File: config.mk
export PLATFORM = sky130hd
export DESIGN_NAME = flash_cmd_if
export DESIGN_NICKNAME = d
export VERILOG_FILES = /design/src/rtl/flash_cmd_pkg.sv /design/src/rtl/flash_cmd_ctrl.sv /design/src/rtl/flash_cmd_data.sv /design/src/rtl/flash_cmd_if.sv
export SDC_FILE = /design/constraint.sdc
export NUM_CORES = 1
export LEC_CHECK = 0
export ABC_CLOCK_PERIOD_IN_PS = 2900
export CAP_MARGIN = 20
export CORE_ASPECT_RATIO = 0.7
export CORE_UTILIZATION = 57
export CTS_CLUSTER_DIAMETER = 120
export DETAILED_ROUTE_END_ITERATION = 6
export HOLD_SLACK_MARGIN = 0.1
export PLACE_DENSITY_LB_ADDON = 0.25
export REMOVE_ABC_BUFFERS = 1
export SKIP_CTS_REPAIR_TIMING = 1
export SLEW_MARGIN = 10
export SYNTH_ARGS = -nofsm -noshare
export SYNTH_HDL_FRONTEND = slang
export SYNTH_SLANG_ARGS = --single-unit
File: constraint.sdc
create_clock -name clk -period 2.9 [get_ports clk]
set_clock_uncertainty 0.1 [all_clocks]
set_input_delay 0.58 -clock clk [delete_from_list [all_inputs] [get_ports clk]]
set_output_delay 0.58 -clock clk [all_outputs]
set_load 0.005 [all_outputs]
File: src/rtl/flash_cmd_pkg.sv
package flash_cmd_pkg;

  typedef enum logic [1:0] {
    RM_ARRAY  = 2'd0,
    RM_STATUS = 2'd1,
    RM_SIG    = 2'd2
  } read_mode_t;

  typedef enum logic [2:0] {
    ST_IDLE  = 3'd0,
    ST_PSET  = 3'd1,
    ST_ESET  = 3'd2,
    ST_PBUSY = 3'd3,
    ST_EBUSY = 3'd4,
    ST_ESUSP = 3'd5
  } cmd_state_t;

  // strobes from control to datapath
  typedef struct packed {
    logic latchOp;     // capture address/data of the operation
    logic commitProg;  // write latched byte into the array
    logic commitErase; // fill latched block with FFH
    logic setErr;      // flag a failed erase confirm
    logic clrErr;      // clear the erase-error flag
  } dp_strb_t;

  localparam logic [7:0] CMD_READ_ARRAY = 8'hFF;
  localparam logic [7:0] CMD_PROG_A     = 8'h40;
  localparam logic [7:0] CMD_PROG_B     = 8'h10;
  localparam logic [7:0] CMD_STATUS     = 8'h70;
  localparam logic [7:0] CMD_CLR_STATUS = 8'h50;
  localparam logic [7:0] CMD_ERASE      = 8'h20;
  localparam logic [7:0] CMD_CONFIRM    = 8'hD0;
  localparam logic [7:0] CMD_SUSPEND    = 8'hB0;
  localparam logic [7:0] CMD_SIG        = 8'h90;

  localparam logic [7:0] MFG_CODE       = 8'h31;
  localparam logic [7:0] DEV_CODE_TOP   = 8'h7C;
  localparam logic [7:0] DEV_CODE_BOT   = 8'h7D;

endpackage

File: src/rtl/flash_cmd_ctrl.sv
module flash_cmd_ctrl
  import flash_cmd_pkg::*;
#(
  parameter int ADDR_W    = 6,
  parameter int BLK_W     = 4,
  parameter int PROG_CYC  = 6,
  parameter int ERASE_CYC = 12
) (
  input  logic                    clk,
  input  logic                    rstN,
  input  logic                    rpN,
  input  logic                    ceN,
  input  logic                    weN,
  input  logic                    vppOk,
  input  logic [ADDR_W-BLK_W-1:0] blkAddr,
  input  logic [7:0]              dataIn,
  output read_mode_t              readMode,
  output dp_strb_t                strb,
  output logic                    ready,
  output logic                    suspended
);

  localparam int MAX_CYC = (PROG_CYC > ERASE_CYC) ? PROG_CYC : ERASE_CYC;
  localparam int CNT_W   = $clog2(MAX_CYC + 1);
  localparam logic [CNT_W-1:0] PROG_LOAD  = CNT_W'(PROG_CYC - 1);
  localparam logic [CNT_W-1:0] ERASE_LOAD = CNT_W'(ERASE_CYC - 1);

  cmd_state_t              st;
  logic                    weQ;
  logic                    wrStb;
  logic [CNT_W-1:0]        cnt;
  logic [ADDR_W-BLK_W-1:0] setupBlk;
  logic                    confirmOk;
  logic                    suspendReq;
  logic                    cntZero;

  assign wrStb      = rpN && vppOk && !ceN && !weQ && weN;
  assign confirmOk  = (dataIn == CMD_CONFIRM) && (blkAddr == setupBlk);
  assign suspendReq = wrStb && (dataIn == CMD_SUSPEND);
  assign cntZero    = (cnt == '0);

  always_ff @(posedge clk) begin
    if (!rstN) begin
      weQ <= 1'b1;
    end else begin
      weQ <= rpN ? weN : 1'b1;
    end
  end

  always_ff @(posedge clk) begin
    if (!rstN) begin
      st       <= ST_IDLE;
      readMode <= RM_ARRAY;
      cnt      <= '0;
      setupBlk <= '0;
    end else if (!rpN) begin
      st       <= ST_IDLE;
      readMode <= RM_ARRAY;
    end else begin
      unique case (st)
        ST_IDLE: if (wrStb) begin
          unique case (dataIn)
            CMD_READ_ARRAY: readMode <= RM_ARRAY;
            CMD_STATUS:     readMode <= RM_STATUS;
            CMD_SIG:        readMode <= RM_SIG;
            CMD_PROG_A,
            CMD_PROG_B:     st <= ST_PSET;
            CMD_ERASE: begin
              st       <= ST_ESET;
              setupBlk <= blkAddr;
              readMode <= RM_STATUS;
            end
            default: ;
          endcase
        end
        ST_PSET: if (wrStb) begin
          st       <= ST_PBUSY;
          cnt      <= PROG_LOAD;
          readMode <= RM_STATUS;
        end
        ST_ESET: if (wrStb) begin
          readMode <= RM_STATUS;
          if (confirmOk) begin
            st  <= ST_EBUSY;
            cnt <= ERASE_LOAD;
          end else begin
            st <= ST_IDLE;
          end
        end
        ST_PBUSY: begin
          if (cntZero) st <= ST_IDLE;
          else         cnt <= cnt - 1'b1;
        end
        ST_EBUSY: begin
          if (suspendReq)   st <= ST_ESUSP;
          else if (cntZero) st <= ST_IDLE;
          else              cnt <= cnt - 1'b1;
        end
        ST_ESUSP: if (wrStb) begin
          unique case (dataIn)
            CMD_CONFIRM: begin
              st       <= ST_EBUSY;
              readMode <= RM_STATUS;
            end
            CMD_READ_ARRAY: readMode <= RM_ARRAY;
            CMD_STATUS:     readMode <= RM_STATUS;
            CMD_SIG:        readMode <= RM_SIG;
            default: ;
          endcase
        end
        default: st <= ST_IDLE;
      endcase
    end
  end

  always_comb begin
    strb             = '0;
    strb.latchOp     = wrStb && (((st == ST_IDLE) && (dataIn == CMD_ERASE)) ||
                                 (st == ST_PSET));
    strb.commitProg  = rpN && (st == ST_PBUSY) && cntZero;
    strb.commitErase = rpN && (st == ST_EBUSY) && cntZero && !suspendReq;
    strb.setErr      = wrStb && (st == ST_ESET) && !confirmOk;
    strb.clrErr      = !rpN || (wrStb && (st == ST_IDLE) && (dataIn == CMD_CLR_STATUS));
  end

  assign ready     = (st != ST_PBUSY) && (st != ST_EBUSY);
  assign suspended = (st == ST_ESUSP);

  // a write without valid programming voltage leaves the read mode alone
  a_r2_vpp_gate: assert property (@(posedge clk) disable iff (!rstN)
    (!vppOk && rpN) |=> $stable(readMode));

  // a suspended erase keeps its remaining count
  a_r9_susp_hold: assert property (@(posedge clk) disable iff (!rstN)
    (st == ST_ESUSP) |=> (cnt == $past(cnt)));

  // power-down returns to idle array read
  a_r12_powerdown: assert property (@(posedge clk) disable iff (!rstN)
    !rpN |=> ((st == ST_IDLE) && (readMode == RM_ARRAY)));

endmodule

File: src/rtl/flash_cmd_data.sv
module flash_cmd_data
  import flash_cmd_pkg::*;
#(
  parameter int ADDR_W   = 6,
  parameter int BLK_W    = 4,
  parameter bit TOP_BOOT = 1'b1
) (
  input  logic              clk,
  input  logic              rstN,
  input  logic              rpN,
  input  logic              ceN,
  input  logic              oeN,
  input  logic              weN,
  input  logic [ADDR_W-1:0] addr,
  input  logic [7:0]        dataIn,
  input  dp_strb_t          strb,
  input  read_mode_t        readMode,
  input  logic              ready,
  input  logic              suspended,
  output logic [7:0]        dataOut,
  output logic              dataDrive
);

  localparam int DEPTH = 1 << ADDR_W;
  localparam logic [7:0] DEV_CODE = TOP_BOOT ? DEV_CODE_TOP : DEV_CODE_BOT;

  logic [7:0]        mem [DEPTH];
  logic [ADDR_W-1:0] opAddr;
  logic [7:0]        opData;
  logic              errBit;
  logic [DEPTH-1:0]  progHit;
  logic [DEPTH-1:0]  eraseHit;
  logic [7:0]        statusByte;
  logic [7:0]        sigByte;
  logic [7:0]        rdByte;

  for (genvar g = 0; g < DEPTH; g++) begin : g_word
    localparam logic [ADDR_W-1:0] IDX = ADDR_W'(g);
    assign progHit[g]  = strb.commitProg && (opAddr == IDX);
    assign eraseHit[g] = strb.commitErase &&
                         (opAddr[ADDR_W-1:BLK_W] == IDX[ADDR_W-1:BLK_W]);
  end

  always_ff @(posedge clk) begin
    for (int i = 0; i < DEPTH; i++) begin
      if (!rstN)            mem[i] <= 8'hFF;
      else if (progHit[i])  mem[i] <= opData;
      else if (eraseHit[i]) mem[i] <= 8'hFF;
    end
  end

  always_ff @(posedge clk) begin
    if (!rstN) begin
      opAddr <= '0;
      opData <= '0;
      errBit <= 1'b0;
    end else begin
      if (strb.latchOp) begin
        opAddr <= addr;
        opData <= dataIn;
      end
      if (strb.setErr)      errBit <= 1'b1;
      else if (strb.clrErr) errBit <= 1'b0;
    end
  end

  assign statusByte = {ready, suspended, errBit, 5'b0};

  always_comb begin
    if (addr == ADDR_W'(0))      sigByte = MFG_CODE;
    else if (addr == ADDR_W'(1)) sigByte = DEV_CODE;
    else                         sigByte = 8'h00;
  end

  always_comb begin
    unique case (readMode)
      RM_STATUS: rdByte = statusByte;
      RM_SIG:    rdByte = sigByte;
      default:   rdByte = mem[addr];
    endcase
  end

  assign dataDrive = rpN && !ceN && !oeN && weN;
  assign dataOut   = dataDrive ? rdByte : 8'h00;

  // a committed program lands at the latched address
  a_r4_prog_lands: assert property (@(posedge clk) disable iff (!rstN)
    strb.commitProg |=> (mem[$past(opAddr)] == $past(opData)));

  // a committed erase leaves the block base at FFH
  a_r7_erase_fills: assert property (@(posedge clk) disable iff (!rstN)
    strb.commitErase |=>
      (mem[{$past(opAddr[ADDR_W-1:BLK_W]), {BLK_W{1'b0}}}] == 8'hFF));

  // a failed confirm raises the error flag
  a_r8_err_set: assert property (@(posedge clk) disable iff (!rstN)
    strb.setErr |=> errBit);

  // a clear request drops the error flag
  a_r6_err_clear: assert property (@(posedge clk) disable iff (!rstN)
    (strb.clrErr && !strb.setErr) |=> !errBit);

endmodule

File: src/rtl/flash_cmd_if.sv
module flash_cmd_if
  import flash_cmd_pkg::*;
#(
  parameter int ADDR_W    = 6,
  parameter int BLK_W     = 4,
  parameter int PROG_CYC  = 6,
  parameter int ERASE_CYC = 12,
  parameter bit TOP_BOOT  = 1'b1
) (
  input  logic              clk,
  input  logic              rstN,
  input  logic              rpN,
  input  logic              ceN,
  input  logic              oeN,
  input  logic              weN,
  input  logic              vppOk,
  input  logic [ADDR_W-1:0] addr,
  input  logic [7:0]        dataIn,
  output logic [7:0]        dataOut,
  output logic              dataDrive
);

  dp_strb_t   strb;
  read_mode_t readMode;
  logic       ready;
  logic       suspended;

  flash_cmd_ctrl #(
    .ADDR_W(ADDR_W), .BLK_W(BLK_W), .PROG_CYC(PROG_CYC), .ERASE_CYC(ERASE_CYC)
  ) u_ctrl (
    .clk(clk), .rstN(rstN), .rpN(rpN), .ceN(ceN), .weN(weN), .vppOk(vppOk),
    .blkAddr(addr[ADDR_W-1:BLK_W]), .dataIn(dataIn),
    .readMode(readMode), .strb(strb), .ready(ready), .suspended(suspended)
  );

  flash_cmd_data #(
    .ADDR_W(ADDR_W), .BLK_W(BLK_W), .TOP_BOOT(TOP_BOOT)
  ) u_data (
    .clk(clk), .rstN(rstN), .rpN(rpN), .ceN(ceN), .oeN(oeN), .weN(weN),
    .addr(addr), .dataIn(dataIn), .strb(strb), .readMode(readMode),
    .ready(ready), .suspended(suspended),
    .dataOut(dataOut), .dataDrive(dataDrive)
  );

endmodule

After elaboration in Yosys (flattened, before gate mapping)
Memory sizes are Yosys's and may differ from the RTL's.
Index checks and enable logic that the tools add are counted.
- register bits after elaboration: 27
- bits in writable memories: 512
- bits of input ports: 21
- output and inout bits: 9
- logic and storage cells: 894
- memories: 1
- memories (name ; words ; width ; rd ports ; clocked after Yosys merged registers in ; write ports ; RTL line ; text):
    u_data.mem ; 64 ; 8 ; 1 ; 0 ; 64 ; flash_cmd_data.sv:27 ; logic [7:0] mem [DEPTH];
- $add $sub $neg: 1
- equality and inequality tests: 97
- mux-type cells: 545
- bitwise operators: 128
- reduce and logical (&&, ||, !) cells: 114
- operators with widths (operator ; count):
    8-bit two-way mux ; 130
    1-bit two-way mux ; 391
    6-bit equality test, second input constant ; 32
    1-bit OR ; 128
    6-bit by 5-bit equality test with 1-bit output, second input constant ; 16
    1-bit logical AND ; 89
    6-bit by 4-bit equality test with 1-bit output, second input constant ; 8
    8-bit equality test, second input constant ; 4
    6-bit by 3-bit equality test with 1-bit output, second input constant ; 4
    8-bit by 7-bit equality test with 1-bit output, second input constant ; 3
    3-bit two-way mux ; 8
    4-bit two-way mux ; 5
    2-bit case mux with 3 select lines ; 3
    3-bit case mux with 6 select lines ; 1
    6-bit AND reduction ; 3
    4-bit case mux with 4 select lines ; 1
    8-bit case mux with 2 select lines ; 1
    6-bit by 1-bit equality test with 1-bit output, second input constant ; 2
    6-bit by 2-bit equality test with 1-bit output, second input constant ; 2
    6-bit zero test ; 2
    2-bit by 1-bit inequality test with 1-bit output, second input constant ; 5
    8-bit by 5-bit equality test with 1-bit output, second input constant ; 1
    8-bit by 6-bit equality test with 1-bit output, second input constant ; 1
    4-bit inequality test, second input constant ; 2
    other kinds (24) ; 43

Longest topological paths before layout
Gate-level depths: netlist (run 1).
- depth in word-level cells: 13
- gate-level depth with buffers: 10
- depth with buffers taken out: 8

By module
Synthesis (run 1) repeated with hierarchy kept, for this count alone.
- cells, all modules: 1891
- area total of the unflattened synthesis: 25926.1 µm²
- modules (own cells, without submodules) (module ; instances ; cells an instance ; area an instance (µm²) ; sequential area each (µm²)):
    flash_cmd_data ; 1 ; 1739 ; 24832.6 ; 15675.0
    flash_cmd_ctrl ; 1 ; 152 ; 1093.5 ; 240.2

Worst setup path before layout (run 1)
No wires, ideal clock.
- path kind: input -> output
- start: input addr[0]
- end: output dataOut[1]
- arrival: 2.426 ns
- setup slack: -0.206 ns
- cell stages on the path: 7
- path buffers: 3
- path through: buf_2 > buf_4 > buf_4 > mux4_2 > mux4_2 > a22oi_1 > o21ai_0
- cells in the longest elaborated chain, start to end: 4
- elaborated cells between the ends (all ways): 5
- classes of those cells: 3 x mux; 1 x reduce/logical; 1 x memory
- ends and longest elaborated chain (what ; RTL line ; text):
    start, declared ; flash_cmd_if.sv:17 ; input logic [ADDR_W-1:0] addr,
    branches (longest 2 deep; another with memory read 64 x 8 bit) ; n/a ;
    8-bit case mux with 2 select lines * ; flash_cmd_data.sv:76 ; unique case (readMode)
    8-bit two-way mux * ; flash_cmd_data.sv:84 ; assign dataOut = dataDrive ? rdByte : 8'h00;
    end, declared ; flash_cmd_if.sv:19 ; output logic [7:0] dataOut,
Mark *: on every way between the ends.

Worst setup path after layout (run 1)
- start: input addr[0]
- end: output dataOut[3]
- cells in the longest elaborated chain, start to end: 5
- elaborated cells between the ends (all ways): 7
- classes of those cells: 1 x eq/ne; 4 x mux; 1 x reduce/logical; 1 x memory
- ends and longest elaborated chain (what ; RTL line):
    branches (longest 3 deep; another with memory read 64 x 8 bit) ; n/a
    8-bit case mux with 2 select lines * ; flash_cmd_data.sv:76
    8-bit two-way mux * ; flash_cmd_data.sv:84
Marked as above.

==> impl_metrics.ini, run 1 <==
[floorplan]
num_io_pins = 30
die_x_um = 255.0
core_um2 = 43960
die_h_um = 179.1
design.die.area_um2 = 45660
initial_utilization_pct = 58.09
rows = 64

[yosys]
synthFlopType = edfxtp_1
yosys_warnings = 0
synth_cells = 1802
synth_edf_count = 512
avgSynthCellArea_um2 = 14.17
yosys.cell_types.count = 71
netlist_area_um2 = 25540
seq_area_frac_synth_pct = 62.33
async_flop_share_pct = 0
ys_seq_elements = 539

[clock_network]
cts_buffer_depth = 3
cts_made_buffers = 50
cts_tree = done
root_buffer = clkbuf_16
clock-sinks = 539
clkLatencyLatePin_ns = 0.59
path_clk_slew_ns = 0.07
cts_max_level = 2

[critical_path]
critPathMaxFanout = 5
reg2reg_slack_ns = 0.27
arrival_ns = 2.59
reg2reg_depth = 10
cp-end-kind = output port
rr_startpoint = u_ctrl.cnt[0]$_SDFFE_PN0P_
worstPathRequired_ns = 2.22
cp-endpoint = dataOut[3]
criticalPathCategory = primary input to output port
crit_start = addr[0]
worstReg2RegEnd = u_data.mem[44][0]$_SDFFCE_PP1P_
start_kind = primary input

[grt]
antenna_found_initial = 3
grtUsageTotal_pct = 32.23
grt_start_max_net_pins = 121
grt_pass1_wl_um = 106700
grt_overflow = 0
grt_pass1_vias = 16293

[routing]
routed_via_density = 6.658
wl_um = 74210
avgRoutedWirePerCell_um = 28.34
vias = 17437
drtPass1Iterations = 5
drtIter0Drc = 2527
drc_errors = 0
ant_nets = 0

[cells_and_area]
mostFrequentLayoutCells = or3_1, edfxtp_1, buf_4
layoutNonFillerInstCount = 2619
fin_area_um2 = 30790
nets = 2008
antennaDiodeCount = 0
syn2layout_area_growth_pct = 20.57
drive_gt1_share_pct = 30.52
fillerInstances = 2887
final_common_cell = or3_1

[power]
p_per_area_nw_per_um2 = 547.9
p_sw_share_pct = 20.91
seq_power_share_pct = 50.6
power.leakage_nw = 8.407
total_power_w = 0.01687
internal_power_w = 0.01334
irDropWorstVdd_uv = 513.0
combPwrFrac_pct = 6.2
clockPowerShare_pct = 43.2
switching_power_w = 0.003528

[timing]
final.period_utilization_pct = 112.8
max_freq_mhz = 305.6
setup_viol = 8
drv_slew = 0
worst_pin_slew_ns = 0.9140
period_minus_slack_ns = 3.272
finalHoldViolCount = 0
rsz0062_at_grt = yes
hold_ws_ns = 0.1614
fin_ws_ns = -0.3720
slew_headroom_pct = 39.07

[placed_design]
place_hpwl_um = 46690
dp_cells = 2493
io_buffers = 29
place_area_um2 = 28270
routabilityCongestion = 0.9705

[min_path]
min_path_type = primary input to flop

[run]
drv_cap = 0

[run_status]
failed_checks = setup timing
outcome = finished, violations left
## layer usage
metal  wire length, um  share of wire [%]  vias up  GRT usage, %
met5                36              0.049        -             0
met3              9403                 13      125         6.533
li1                  -                  -     7444             -
met4              1528                2.1        6         7.660
met2             33440                 45     1124         48.27
met1             29800                 40     8738         48.61
## cells in the mapped netlist (2+ instances only)
cell type / number / share of area (%)
a211oi_1: 5 / 0.15
a21boi_0: 2 / 0.059
a21oi_1: 12 / 0.24
a221oi_1: 3 / 0.10
a22oi_1: 9 / 0.26
a2bb2oi_1: 2 / 0.069
a31oi_1: 2 / 0.049
a31oi_2: 2 / 0.098
and2_1: 3 / 0.074
and3_1: 2 / 0.049
buf_1: 3 / 0.044
buf_2: 26 / 0.51
buf_4: 6 / 0.18
clkbuf_1: 188 / 2.8
dfxtp_1: 27 / 2.1
edfxtp_1: 512 / 60
ha_1: 3 / 0.15
inv_1: 14 / 0.21
mux2_2: 6 / 0.26
mux2i_1: 30 / 1.2
mux4_2: 138 / 12
nand2_1: 52 / 0.76
nand2b_1: 5 / 0.12
nand3_1: 33 / 0.65
nand3b_1: 2 / 0.059
nand4_1: 9 / 0.22
nor2_1: 36 / 0.53
nor2b_1: 12 / 0.29
nor3_1: 8 / 0.16
nor4_1: 2 / 0.049
nor4_4: 3 / 0.25
o211ai_1: 3 / 0.088
o21ai_0: 57 / 1.1
o21ai_1: 17 / 0.33
o221ai_1: 5 / 0.17
o22ai_1: 8 / 0.20
o311a_1: 2 / 0.078
o31ai_1: 2 / 0.059
o32ai_1: 3 / 0.10
or3_1: 514 / 13
or4_1: 2 / 0.059
xor2_1: 3 / 0.10
## critical path, stage by stage
cell and delay [ns]:
buf_16 0.13, buf_16 0.14, buf_4 0.13, mux4_2 0.55
mux4_2 0.49, mux2_4 0.28, nand2_2 0.06, nand3_2 0.08
buf_6 0.13
## area by class of cell
class	instances	area (um^2)	area share, %
Tap cell	594	743.2	2.414
Multi-Input combinational cell	1024	8896	28.89
Clock buffer	68	1418	4.604
Timing Repair Buffer	354	3358	10.91
Clock inverter	25	390.4	1.268
Inverter	15	58.81	0.1910
Sequential cell	539	15930	51.72
## power groups by stage
stage	combinational, W	sequential [W]	clock (W)
global route	0.00109	0.00854	0.00760
floorplan	0.000320	0.00871	0
detailed placement	0.000927	0.00871	0
finish	0.00104	0.00854	0.00729
global placement	0.000916	0.00871	0
CTS	0.000933	0.00854	0.00730
## kinds of logic after synthesis
| logic type | Yosys count | share of synthesized area (%) |
|---|---|---|
| xor+xnor | 4 | 0.1372 |
| buf+inv | 239 | 3.758 |
| simple gates | 697 | 16.35 |
| flops | 539 | 62.33 |
| compound gates | 146 | 3.670 |
| fa+ha+maj | 3 | 0.1470 |
| mux | 174 | 13.61 |
## worst min-delay path by stage
stage / cells past startpoint / slack (ns) / to / startpoint
detailed placement: 1 / 0.39 / u_ctrl.cnt[1]$_SDFFE_PN0P_ / u_ctrl.cnt[1]$_SDFFE_PN0P_
finish: 2 / 0.16 / u_ctrl.weQ$_SDFF_PN1_ / weN
CTS: 1 / 0.40 / u_ctrl.cnt[1]$_SDFFE_PN0P_ / u_ctrl.cnt[1]$_SDFFE_PN0P_
global route: 2 / 0.18 / u_ctrl.weQ$_SDFF_PN1_ / weN
global placement: 2 / 0.38 / u_ctrl.cnt[3]$_SDFFE_PN0P_ / u_ctrl.cnt[3]$_SDFFE_PN0P_
floorplan: 2 / 0.36 / u_ctrl.cnt[3]$_SDFFE_PN0P_ / u_ctrl.cnt[3]$_SDFFE_PN0P_
## per-stage QoR
| step | TNS, ns | utilization (%) | setup WS, ns |
|---|---|---|---|
| 2_1_floorplan | -399.67 | - | -0.9960 |
| 3_3_place_gp | -231.35 | 64.31 | -1.144 |
| 3_5_place_dp | -230.49 | 64.31 | -1.140 |
| 4_1_cts | -7.991 | 68.42 | -1.145 |
| 5_1_grt | -2.723 | 70.04 | -0.4056 |
| 6_report | -2.444 | 70.04 | -0.3720 |
## sequential cells by signal, summed over array words and instances, names as in the netlist
register,cells
u_data.errBit,1
u_ctrl.cnt,4
u_ctrl.setupBlk,2
u_data.mem,512
u_data.opData,8
u_ctrl.readMode,2
u_ctrl.weQ,1
u_ctrl.st,3
u_data.opAddr,6
Note: power is estimated with default switching activity, not from simulation.
==> run 2: changes to the inputs <==
Settings changed: SETUP_SLACK_MARGIN set to 0.5.
==> impl_metrics.ini, run 2 (synthesis results as in run 1) <==
[run_status]
outcome = finished, violations left
failed_checks = setup timing

[clock_network]
cts_max_level = 2
clkLatencyLatePin_ns = 0.58
root_buffer = clkbuf_16
cts_tree = done
cts_buffer_depth = 3
clock-sinks = 539
cts_made_buffers = 50
path_clk_slew_ns = 0.07

[floorplan]
num_io_pins = 30
die_h_um = 179.1
design.die.area_um2 = 45660
core_um2 = 43960
rows = 64
initial_utilization_pct = 58.09
die_x_um = 255.0

[cells_and_area]
nets = 2036
syn2layout_area_growth_pct = 26.53
largest_register_ff_count = 512
fin_area_um2 = 32310
mostFrequentLayoutCells = or3_1, edfxtp_1, buf_4
fillerInstances = 2603
largestRegisters = u_data.mem x512, u_data.opData x8, u_data.opAddr x6
drive_gt1_share_pct = 35.22
top_register = u_data.mem

[routing]
routed_via_density = 6.764
vias = 17911
drtIter0Drc = 2416
drc_errors = 0
ant_nets = 0
wl_um = 77600
drtPass1Iterations = 5
avgRoutedWirePerCell_um = 29.31

[placed_design]
place_area_um2 = 28270
routabilityCongestion = 0.9705
place_hpwl_um = 46690
pre_cts_ws_ns = -1.140
io_buffers = 29

[critical_path]
path_depth = 9
worstPathRequired_ns = 2.22
start_kind = primary input
reg2reg_depth = 9
cp_slowest_cell = mux4_2
crit_chain = buf_16 -> buf_16 -> buf_4 -> mux4_2 -> mux4_2 -> mux2_4 -> nand2_2 -> nand3_2 -> buf_6
criticalPathCategory = primary input to output port
crit_family = multiplexers
critPathMaxFanout = 5
critPathBufInv = 4
slowest_delay_ns = 0.54
cp-end-kind = output port
reg2reg_slack_ns = 0.27
arrival_ns = 2.57

[timing]
final.period_utilization_pct = 112.2
fin_ws_ns = -0.3524
period_minus_slack_ns = 3.252
drv_slew = 0
finalHoldViolCount = 0
setup_viol = 8
max_freq_mhz = 307.5
slew_headroom_pct = 36.21
rsz0062_at_grt = yes
worst_pin_slew_ns = 0.9569
tns_ns = -2.452

[grt]
grtUsageTotal_pct = 32.23
grt_overflow = 0
antenna_found_initial = 3
grt_start_max_net_pins = 121
grt_pass1_vias = 16293
grt_pass1_wl_um = 106700

[power]
power.leakage_nw = 8.968
irDropWorstVdd_uv = 524.1
p_per_area_nw_per_um2 = 528.0

[min_path]
min_path_type = primary input to flop
hold_depth = 2

[run]
drv_cap = 0
-- run 2: layer usage --
metal  track usage, %  wire, um
met5                0        18
met4            7.660      1707
met3            6.533      9599
met2            48.27     35270
met1            48.61     31010
-- run 2: through the flow --
| step | hold slack [ns] | util (%) | power, W | cells |
|---|---|---|---|---|
| after floorplan | 0.3607 | - | 0.009032 | 1578 |
| after global placement | 0.3847 | 64.31 | 0.009626 | 2493 |
| after detailed placement | 0.3886 | 64.31 | 0.009641 | 2493 |
| after CTS | 0.4042 | 68.42 | 0.01678 | 2586 |
| after global routing | 0.2411 | 73.49 | 0.01741 | 2647 |
| final | 0.2291 | 73.50 | 0.01706 | 2648 |
-- run 2: power by group --
part | switching [W] | internal, W
sequential | 0.0000154 | 0.00853
combinational | 0.000618 | 0.000592
clock | 0.00297 | 0.00433
-- run 2: path summary, 6_finish.rpt --
| path | end | start |
|---|---|---|
| setup / recovery | dataOut[3] | addr[0] |
| hold / removal | u_ctrl.weQ$_SDFF_PN1_ | weN |
| setup reg to reg | u_data.mem[35][7]$_SDFFCE_PP1P_ | u_ctrl.weQ$_SDFF_PN1_ |
| hold reg to reg | u_ctrl.readMode[1]$_SDFFE_PN0P_ | u_ctrl.readMode[1]$_SDFFE_PN0P_ |
-- run 2: final cells by class --
type	instances	area, um^2	area share [%]
Multi-Input combinational cell	1024	9582	29.65
Clock buffer	68	1418	4.387
Clock inverter	25	390.4	1.208
Antenna cell	1	2.502	0.007745
Inverter	15	58.81	0.1820
Timing Repair Buffer	382	4189	12.96
Sequential cell	539	15930	49.30
Tap cell	594	743.2	2.300
